[src/rtl/bws_pkg.sv]
package bws_pkg;

    typedef enum logic [2:0] {
        S_IDLE = 3'd0,
        S_T1   = 3'd1,
        S_T2   = 3'd2,
        S_TW   = 3'd3,
        S_T3   = 3'd4
    } bus_state_e;

endpackage

[src/rtl/bws_wait_table.sv]
module bws_wait_table #(
    parameter int IDX_W  = 2,
    parameter int WAIT_W = 4
) (
    input  logic              clk,
    input  logic              rst_n,
    input  logic              wr_en,
    input  logic [IDX_W-1:0]  wr_idx,
    input  logic [WAIT_W-1:0] wr_val,
    input  logic [IDX_W-1:0]  rd_idx,
    output logic [WAIT_W-1:0] rd_val
);
    localparam int                REGIONS  = 1 << IDX_W;
    localparam logic [WAIT_W-1:0] CNT_MAX  = '1;

    logic [WAIT_W-1:0] entry_q [REGIONS];

    for (genvar g = 0; g < REGIONS; g++) begin : g_entry
        always_ff @(posedge clk or negedge rst_n) begin
            if (!rst_n) begin
                entry_q[g] <= CNT_MAX;
            end else if (wr_en && (wr_idx == IDX_W'(g))) begin
                entry_q[g] <= wr_val;
            end
        end
    end

    assign rd_val = entry_q[rd_idx];

endmodule

[src/rtl/bws_sequencer.sv]
module bws_sequencer
    import bws_pkg::*;
#(
    parameter int WAIT_W = 4
) (
    input  logic              clk,
    input  logic              rst_n,
    input  logic              req,
    input  logic              wait_in,
    input  logic [WAIT_W-1:0] load_val,
    output logic              launch,
    output logic              addr_strobe,
    output logic              rd_strobe,
    output logic              capture_strobe,
    output logic              cycle_done,
    output logic              busy
);
    localparam logic [WAIT_W-1:0] CNT_ZERO = '0;
    localparam logic [WAIT_W-1:0] CNT_ONE  = WAIT_W'(1);

    bus_state_e        state_q, state_d;
    logic [WAIT_W-1:0] cnt_q, cnt_d;

    // next state and countdown
    always_comb begin
        state_d = state_q;
        cnt_d   = cnt_q;
        launch  = 1'b0;
        unique case (state_q)
            S_IDLE: begin
                if (req) begin
                    state_d = S_T1;
                    launch  = 1'b1;
                    cnt_d   = load_val;
                end
            end
            S_T1: begin
                state_d = S_T2;
            end
            S_T2: begin
                if ((cnt_q == CNT_ZERO) && !wait_in) begin
                    state_d = S_T3;
                end else begin
                    state_d = S_TW;
                end
            end
            S_TW: begin
                if ((cnt_q <= CNT_ONE) && !wait_in) begin
                    state_d = S_T3;
                end
                if (cnt_q != CNT_ZERO) begin
                    cnt_d = cnt_q - CNT_ONE;
                end
            end
            S_T3: begin
                if (req) begin
                    state_d = S_T1;
                    launch  = 1'b1;
                    cnt_d   = load_val;
                end else begin
                    state_d = S_IDLE;
                end
            end
            default: begin
                state_d = S_IDLE;
            end
        endcase
    end

    // state register
    always_ff @(posedge clk or negedge rst_n) begin
        if (!rst_n) begin
            state_q <= S_IDLE;
            cnt_q   <= CNT_ZERO;
        end else begin
            state_q <= state_d;
            cnt_q   <= cnt_d;
        end
    end

    // outputs
    always_comb begin
        addr_strobe    = 1'b0;
        rd_strobe      = 1'b0;
        capture_strobe = 1'b0;
        cycle_done     = 1'b0;
        busy           = 1'b1;
        unique case (state_q)
            S_IDLE: busy = 1'b0;
            S_T1:   addr_strobe = 1'b1;
            S_T2:   rd_strobe = 1'b1;
            S_TW:   rd_strobe = 1'b1;
            S_T3: begin
                rd_strobe      = 1'b1;
                capture_strobe = 1'b1;
                cycle_done     = 1'b1;
            end
            default: busy = 1'b0;
        endcase
    end

    // T1 always gives way to T2
    a_r3_t1_then_t2: assert property (@(posedge clk) disable iff (!rst_n)
        (state_q == S_T1) |=> (state_q == S_T2));

    // a high hold line keeps the cycle in the wait state
    a_r7_wait_holds: assert property (@(posedge clk) disable iff (!rst_n)
        (((state_q == S_T2) || (state_q == S_TW)) && wait_in) |=> (state_q == S_TW));

    // an unexhausted count stays in TW and steps down by one
    a_r4_count_steps: assert property (@(posedge clk) disable iff (!rst_n)
        ((state_q == S_TW) && (cnt_q > CNT_ONE)) |=>
        ((state_q == S_TW) && (cnt_q == $past(cnt_q) - CNT_ONE)));

    // completion lasts a single clock
    a_r8_single_done: assert property (@(posedge clk) disable iff (!rst_n)
        cycle_done |=> !cycle_done);

    // a request seen in T3 opens the next T1 at once
    a_r9_back_to_back: assert property (@(posedge clk) disable iff (!rst_n)
        ((state_q == S_T3) && req) |=> addr_strobe);

endmodule

[src/rtl/bus_wait_seq.sv]
module bus_wait_seq #(
    parameter int ADDR_W = 16,
    parameter int RGN_W  = 2,
    parameter int WAIT_W = 4
) (
    input  logic              clk,
    input  logic              rst_n,
    input  logic              req,
    input  logic [ADDR_W-1:0] req_addr,
    input  logic              wait_in,
    input  logic              cfg_we,
    input  logic [RGN_W-1:0]  cfg_region,
    input  logic [WAIT_W-1:0] cfg_wait,
    output logic [ADDR_W-1:0] bus_addr,
    output logic              addr_strobe,
    output logic              rd_strobe,
    output logic              capture_strobe,
    output logic              cycle_done,
    output logic              busy
);
    logic [RGN_W-1:0]  req_region;
    logic [WAIT_W-1:0] region_wait;
    logic              launch;

    assign req_region = req_addr[ADDR_W-1 -: RGN_W];

    bws_wait_table #(
        .IDX_W  (RGN_W),
        .WAIT_W (WAIT_W)
    ) u_table (
        .clk    (clk),
        .rst_n  (rst_n),
        .wr_en  (cfg_we),
        .wr_idx (cfg_region),
        .wr_val (cfg_wait),
        .rd_idx (req_region),
        .rd_val (region_wait)
    );

    bws_sequencer #(
        .WAIT_W (WAIT_W)
    ) u_seq (
        .clk            (clk),
        .rst_n          (rst_n),
        .req            (req),
        .wait_in        (wait_in),
        .load_val       (region_wait),
        .launch         (launch),
        .addr_strobe    (addr_strobe),
        .rd_strobe      (rd_strobe),
        .capture_strobe (capture_strobe),
        .cycle_done     (cycle_done),
        .busy           (busy)
    );

    // address is latched on the edge that opens T1
    always_ff @(posedge clk or negedge rst_n) begin
        if (!rst_n) begin
            bus_addr <= '0;
        end else if (launch) begin
            bus_addr <= req_addr;
        end
    end

    // the address holds for the whole cycle after T1
    a_r2_addr_stable: assert property (@(posedge clk) disable iff (!rst_n)
        rd_strobe |-> $stable(bus_addr));

    // address and read strobes never overlap
    a_r3_strobes_apart: assert property (@(posedge clk) disable iff (!rst_n)
        !(addr_strobe && rd_strobe));

endmodule

[config.mk]
export PLATFORM = sky130hd
export DESIGN_NAME = bus_wait_seq
export DESIGN_NICKNAME = d
export VERILOG_FILES = /design/src/rtl/bws_pkg.sv /design/src/rtl/bws_wait_table.sv /design/src/rtl/bws_sequencer.sv /design/src/rtl/bus_wait_seq.sv
export SDC_FILE = /design/constraint.sdc
export NUM_CORES = 1
export LEC_CHECK = 0
export BUFFER_PORTS_ARGS = -buffer_cell sky130_fd_sc_hd__buf_2
export CAP_MARGIN = 40
export CORE_MARGIN = 2
export CORE_UTILIZATION = 45
export DETAILED_ROUTE_END_ITERATION = 7
export PLACE_DENSITY = 0.67
export SLEW_MARGIN = 10
export SYNTH_ARGS = -nofsm -noshare
export SYNTH_HDL_FRONTEND = slang
export SYNTH_HIERARCHICAL = 1
export SYNTH_SLANG_ARGS = --single-unit
[constraint.sdc]
create_clock -name clk -period 3 [get_ports clk]
set_clock_uncertainty 0.1 [all_clocks]
set_input_delay 0.15 -clock clk [delete_from_list [all_inputs] [get_ports clk]]
set_output_delay 0.15 -clock clk [all_outputs]
set_load 0.01 [all_outputs]
### Word level (Yosys, flattened, before mapping)

Cells that the tools add are included.

* flip-flop bits (word level): 39
* output and inout bits: 21
* word-level logic and storage cells: 56

* add/subtract/negate cells: 1
* $lt $le $gt $ge: 2
* eq/ne operators: 11
* muxes and demuxes: 17
* bitwise gates (word level): 1
* reductions and logical operators: 17

Operators by type and width (number)
* 2-to-1 mux 4 bit: 4
* case mux 3 bit (5 select lines): 1
* 2-to-1 mux 3 bit: 3
* binary-select mux 4 bit (select 2 bit): 1
* case mux 4 bit (2 select lines): 1
* 2-to-1 mux 1 bit: 7
* equality test 3 x 2 -> 1 bit, second input constant: 2
* logical AND 1 bit: 6
* != test 2 x 1 -> 1 bit, second input constant: 3
* equality test 2 bit, second input constant: 2
* less-or-equal comparator 4 x 1 -> 1 bit, second input constant: 1
* logical NOT 4 bit: 1
* nonzero test 4 bit: 1
* OR reduction 4 bit: 1
* subtractor 4 x 1 -> 4 bit, second input constant: 1
* equality test 3 x 1 -> 1 bit, second input constant: 1
* equality test 3 bit, second input constant: 1
* >= comparator 3 bit, second input constant: 1
* logical NOT 3 bit: 1
* NOT 2 -> 3 bit: 1
* AND reduction 3 bit: 1
* OR reduction 3 bit: 1
* equality test 2 x 1 -> 1 bit, second input constant: 1
* logical NOT 2 bit: 1
* 5 further kinds: 5

### Longest topological paths before layout

* depth after elaboration: 6
* gate-level depth with buffers: 6
* depth with buffers taken out: 5

### Modules after synthesis

The synthesis kept the hierarchy.

Modules (own cells, without submodules)
* bws_wait_table: times used 1, cells an instance 40, area an instance 733.2 sq um
* bus_wait_seq: times used 1, cells an instance 34, area an instance 649.4 sq um
* bws_sequencer: times used 1, cells an instance 49, area an instance 489.2 sq um

### Worst setup path after synthesis

Ideal clock, no wire load.

* kind: register to register
* start point: reg u_seq.state_q[1]
* end point: reg bus_addr[10]
* library setup time: 125 ps
* arrival time: 1489 ps
* required time: 2775 ps
* slack: 1286 ps
* stages on the path, launching flop included: 7
* cell sequence: dfrtp_1 -> buf_6 -> or3b_4 -> clkinv_4 -> buf_6 -> buf_12 -> mux2_4

* cells in the longest elaborated chain, start to end: 3
* elaborated cells between the ends (all ways): 4
* classes of those cells: eq/ne (1); mux (1); reduce/logical (2)

RTL lines
* start: declaration: line bws_sequencer.sv:21 `bus_state_e state_q, state_d;`
* start signal: assignment: line bws_sequencer.sv:76 `state_q <= state_d;`
* equality test 3 bit or logical NOT 3 bit (tied branches): line bws_sequencer.sv:29 `unique case (state_q)`
* OR reduction 2 bit (no source line) *
* 2-to-1 mux 1 bit *
* named net launch: line bus_wait_seq.sv:23 `logic launch;`
* end signal: assignment: line bus_wait_seq.sv:61 `bus_addr <= req_addr;`
* end: declaration: line bus_wait_seq.sv:14 `output logic [ADDR_W-1:0] bus_addr,`

The timed path passes the listed nets; every way through them passes the cells marked *.
A chain may end at the register's enable or synchronous reset.

### Worst setup path after layout

* start point: reg u_seq.cnt_q[0]
* end point: reg u_seq.cnt_q[0]

* cells in the longest elaborated chain, start to end: 3
* elaborated cells between the ends (all ways): 6
* classes of those cells: add/sub (1); eq/ne (1); mux (2); reduce/logical (2)

RTL lines
* start: declaration: line bws_sequencer.sv:22 `logic [WAIT_W-1:0] cnt_q, cnt_d;`
* start signal: assignment: line bws_sequencer.sv:77 `cnt_q <= cnt_d;`
* subtractor 4 x 1 -> 4 bit or nonzero test 4 bit (tied branches): line bws_sequencer.sv:52, bws_sequencer.sv:51
* 2-to-1 mux 4 bit or != test 2 x 1 -> 1 bit (tied branches)
* case mux 4 bit (2 select lines) or AND reduction 3 bit (tied branches)

Parallel ways exist; a longest one is shown, timed or not. The select of a mux whose other input is x is not followed.

==> impl_metrics.py <==
metrics = {
    "clocking": {
        "ctsHtreeMaxLevel": 2,
        "clock-sinks": 39,
        "cts-resized-gates": 0,
        "clockBufferDepth": 2,
        "cts_tree": "built",
        "clk_pin_slew_ns": 0.08,
        "cts_buffers": 5,
        "clk_latency_ns": 0.28,
        "root_buffer": "clkbuf_8",
    },
    "place": {
        "dp.cells": 215,
        "io_buffers": 47,
        "gp_congestion": 0.760,
        "dp_hpwl_um": 2570,
    },
    "power_and_ir_drop": {
        "p_leak_nw": 1.06,
        "power_frac_seq_pct": 45.7,
        "comb_power_share_pct": 35.8,
        "clkPwrFrac_pct": 18.5,
        "power_switching_w": 0.000602,
        "cellPowerDensity_nw_per_um2": 811,
        "intPower_w": 0.00132,
        "switching_share_pct": 31.2,
        "peakVddDrop_v": 0.000583,
    },
    "worst_setup_path": {
        "critPathMaxFanout": 6,
        "path_class": "flop to flop",
        "crit_family": "flip-flops",
        "cp-startpoint": "u_seq/cnt_q[0]$_DFFE_PN0P_",
        "crit_chain": "inv_1 > ha_1 > or3b_4 > a211oi_1 > a211oi_2",
        "cp_slowest_cell": "dfrtp_1",
        "worst_setup_path_end_kind": "flop",
        "cp.required_ns": 3.05,
        "crit_buf_inv": 1,
        "startpoint_type": "flop",
        "r2r-start": "u_seq/cnt_q[0]$_DFFE_PN0P_",
        "worst_ep_arrival_time_ns": 1.88,
        "max_stage_delay_ns": 0.45,
    },
    "timing": {
        "fin_setup_tns_ns": 0,
        "drv_slew": 0,
        "fmax_ghz": 0.547,
        "period_minus_slack_ns": 1.83,
        "hold_viol_final": 0,
        "timing.final.crit_share_pct": 60.9,
        "timing.hold.ws_ns": 0.0432,
        "rsz0062_at_grt": "no",
        "slew_headroom_pct": 63.3,
        "setup_viol": 0,
        "tightest_slew_ns": 0.546,
    },
    "grt": {
        "grt_max_degree": 40,
        "track_usage_pct": 17.8,
        "grt_pass1_wl_um": 6110,
        "grt_pass1_vias": 1253,
        "antenna_found_initial": 0,
        "overflow": 0,
    },
    "logic_synthesis": {
        "synth_cells": 123,
        "yosys.area.top_type_share_pct": 30.7,
        "avgSynthCellArea_um2": 15.2,
        "synth-edff-count": 0,
        "async_flop_share_pct": 100,
        "postSynthRegisterBits": 39,
        "synth_area_leaders": "dfrtp_1 (31%), dfstp_2 (22%), mux2_2 (13%), mux2_4 (8.0%), mux4_2 (3.6%)",
        "synth-seq-area-share_pct": 53.2,
        "yosysWarnings": 6,
        "synth_area_um2": 1870,
        "synth_top_area_cell": "dfrtp_1",
        "ys.flop_type": "dfrtp_1",
        "synth.distinct_cells": 36,
        "mappedNetlistNets": 152,
    },
    "worst_hold_path": {
        "min_path_type": "input port to flop",
        "min-delay-start": "cfg_wait[2]",
    },
    "final_layout": {
        "fin_util_pct": 59.4,
        "area_growth_pct": 26.9,
        "n_antenna_cell": 0,
        "stdcell_count": 239,
        "drive_gt1_share_pct": 59.8,
        "fill_cells": 321,
        "nets": 217,
    },
    "job": {
        "maxCapViolations": 0,
    },
    "outcome": {
        "status": "completed",
    },
    "die": {
        "die-area_um2": 4690,
        "core_um2": 4000,
        "ios": 48,
        "num_rows": 23,
        "die_w_um": 68.5,
        "start_util_pct": 46.8,
        "die_h_um": 68.5,
    },
    "routing": {
        "vias_per_cell": 5.16,
        "drcViolationCount": 0,
        "antenna_left": 0,
        "vias": 1234,
        "wirelength_um": 3790,
        "firstDrtPassIters": 4,
        "drt_iter0_markers": 88,
        "wl_per_cell_um": 15.9,
    },
}
## power by group through the flow
stage          combinational [W]  clock, W  sequential [W]
2_1_floorplan           0.000428         0        0.000908
3_3_place_gp            0.000652         0        0.000874
3_5_place_dp            0.000674         0        0.000883
4_1_cts                 0.000689  0.000369        0.000877
5_1_grt                 0.000752  0.000395        0.000910
6_report                0.000690  0.000357        0.000880
## synth_stat cells, types with 2 or more instances
cell type	count
a211oi_1	4
a211oi_2	2
a21o_1	2
a311oi_1	2
buf_6	2
dfrtp_1	23
dfstp_2	16
ha_1	2
inv_1	4
mux2_2	22
mux2_4	10
mux4_2	3
nand3b_1	2
nor2_1	5
nor4_1	2
or3b_4	2
## layer usage
metal	GRT usage [%]	vias to the layer above	part of all wire [%]
li1	-	583	-
met3	4.87	4	4.1
met4	6.00	0	0.90
met1	24.6	616	45
met2	27.0	31	50
met5	0	-	0
## per-stage QoR
step	setup slack [ns]	area, µm²	total power, W
after global placement	1.29	2110	0.00153
after detailed placement	1.19	2110	0.00156
after floorplan	1.29	1870	0.00134
after CTS	1.18	2340	0.00194
final	1.17	2370	0.00193
after global routing	1.03	2370	0.00206
## path summary, 6_finish.rpt
| kind | to | slack, ns | cells after the start |
|---|---|---|---|
| max | u_seq/cnt_q[0]$_DFFE_PN0P_ | 1.17 | 5 |
| min | u_table/entry_q[2]$_DFFE_PN1P_ | 0.04 | 2 |
| max reg2reg | u_seq/cnt_q[0]$_DFFE_PN0P_ | 1.17 | 5 |
| min reg2reg | bus_addr[3]$_DFFE_PN0P_ | 0.41 | 1 |
| max in group asynchronous | u_table/entry_q[12]$_DFFE_PN1P_ | 2.24 | 3 |
| min in group asynchronous | u_table/entry_q[10]$_DFFE_PN1P_ | 0.28 | 2 |
## flip-flops by register name (all words and copies together), names as in the netlist
signal,count
u_table/entry_q,16
u_seq/cnt_q,4
bus_addr,16
u_seq/state_q,3
## what timing repair did
action | in CTS | in global routing
hold endpoints to repair | 36 | 1
hold buffers | 14 | 1
buffers inserted | 0 | 0
## cells in the final DEF (no fill, tap or decap), types with 3 or more instances in the layout
cell type       n
a211oi_1        4
buf_2          47
clkbuf_8        6
dfrtp_1        23
dfstp_2        16
dlygate4sd3_1  15
inv_1           4
mux2_2         22
mux2_4         10
mux4_2          3
nor2_1          5
## area by class of cell
class | instances | area, µm² | share of cell area, %
clock buffer | 7 | 86.3 | 3.64
inverter | 5 | 23.8 | 1.00
tap | 50 | 62.6 | 2.63
clock inverter | 1 | 3.75 | 0.158
sequential | 39 | 996 | 41.9
multi-input combinational | 74 | 797 | 33.6
timing repair buffer | 63 | 405 | 17.1
## kinds of logic (layout without fill, tap and decap cells)
group | count (synthesis) | in the layout | synth area share [%]
flops | 39 | 39 | 53.2
simple gates | 21 | 21 | 8.02
compound gates | 14 | 14 | 6.48
fa+ha+maj | 2 | 2 | 1.34
mux | 36 | 36 | 26.3
buf+inv | 10 | 76 | 4.21
xor+xnor | 1 | 1 | 0.468
Note: power is estimated with default switching activity, not from simulation.
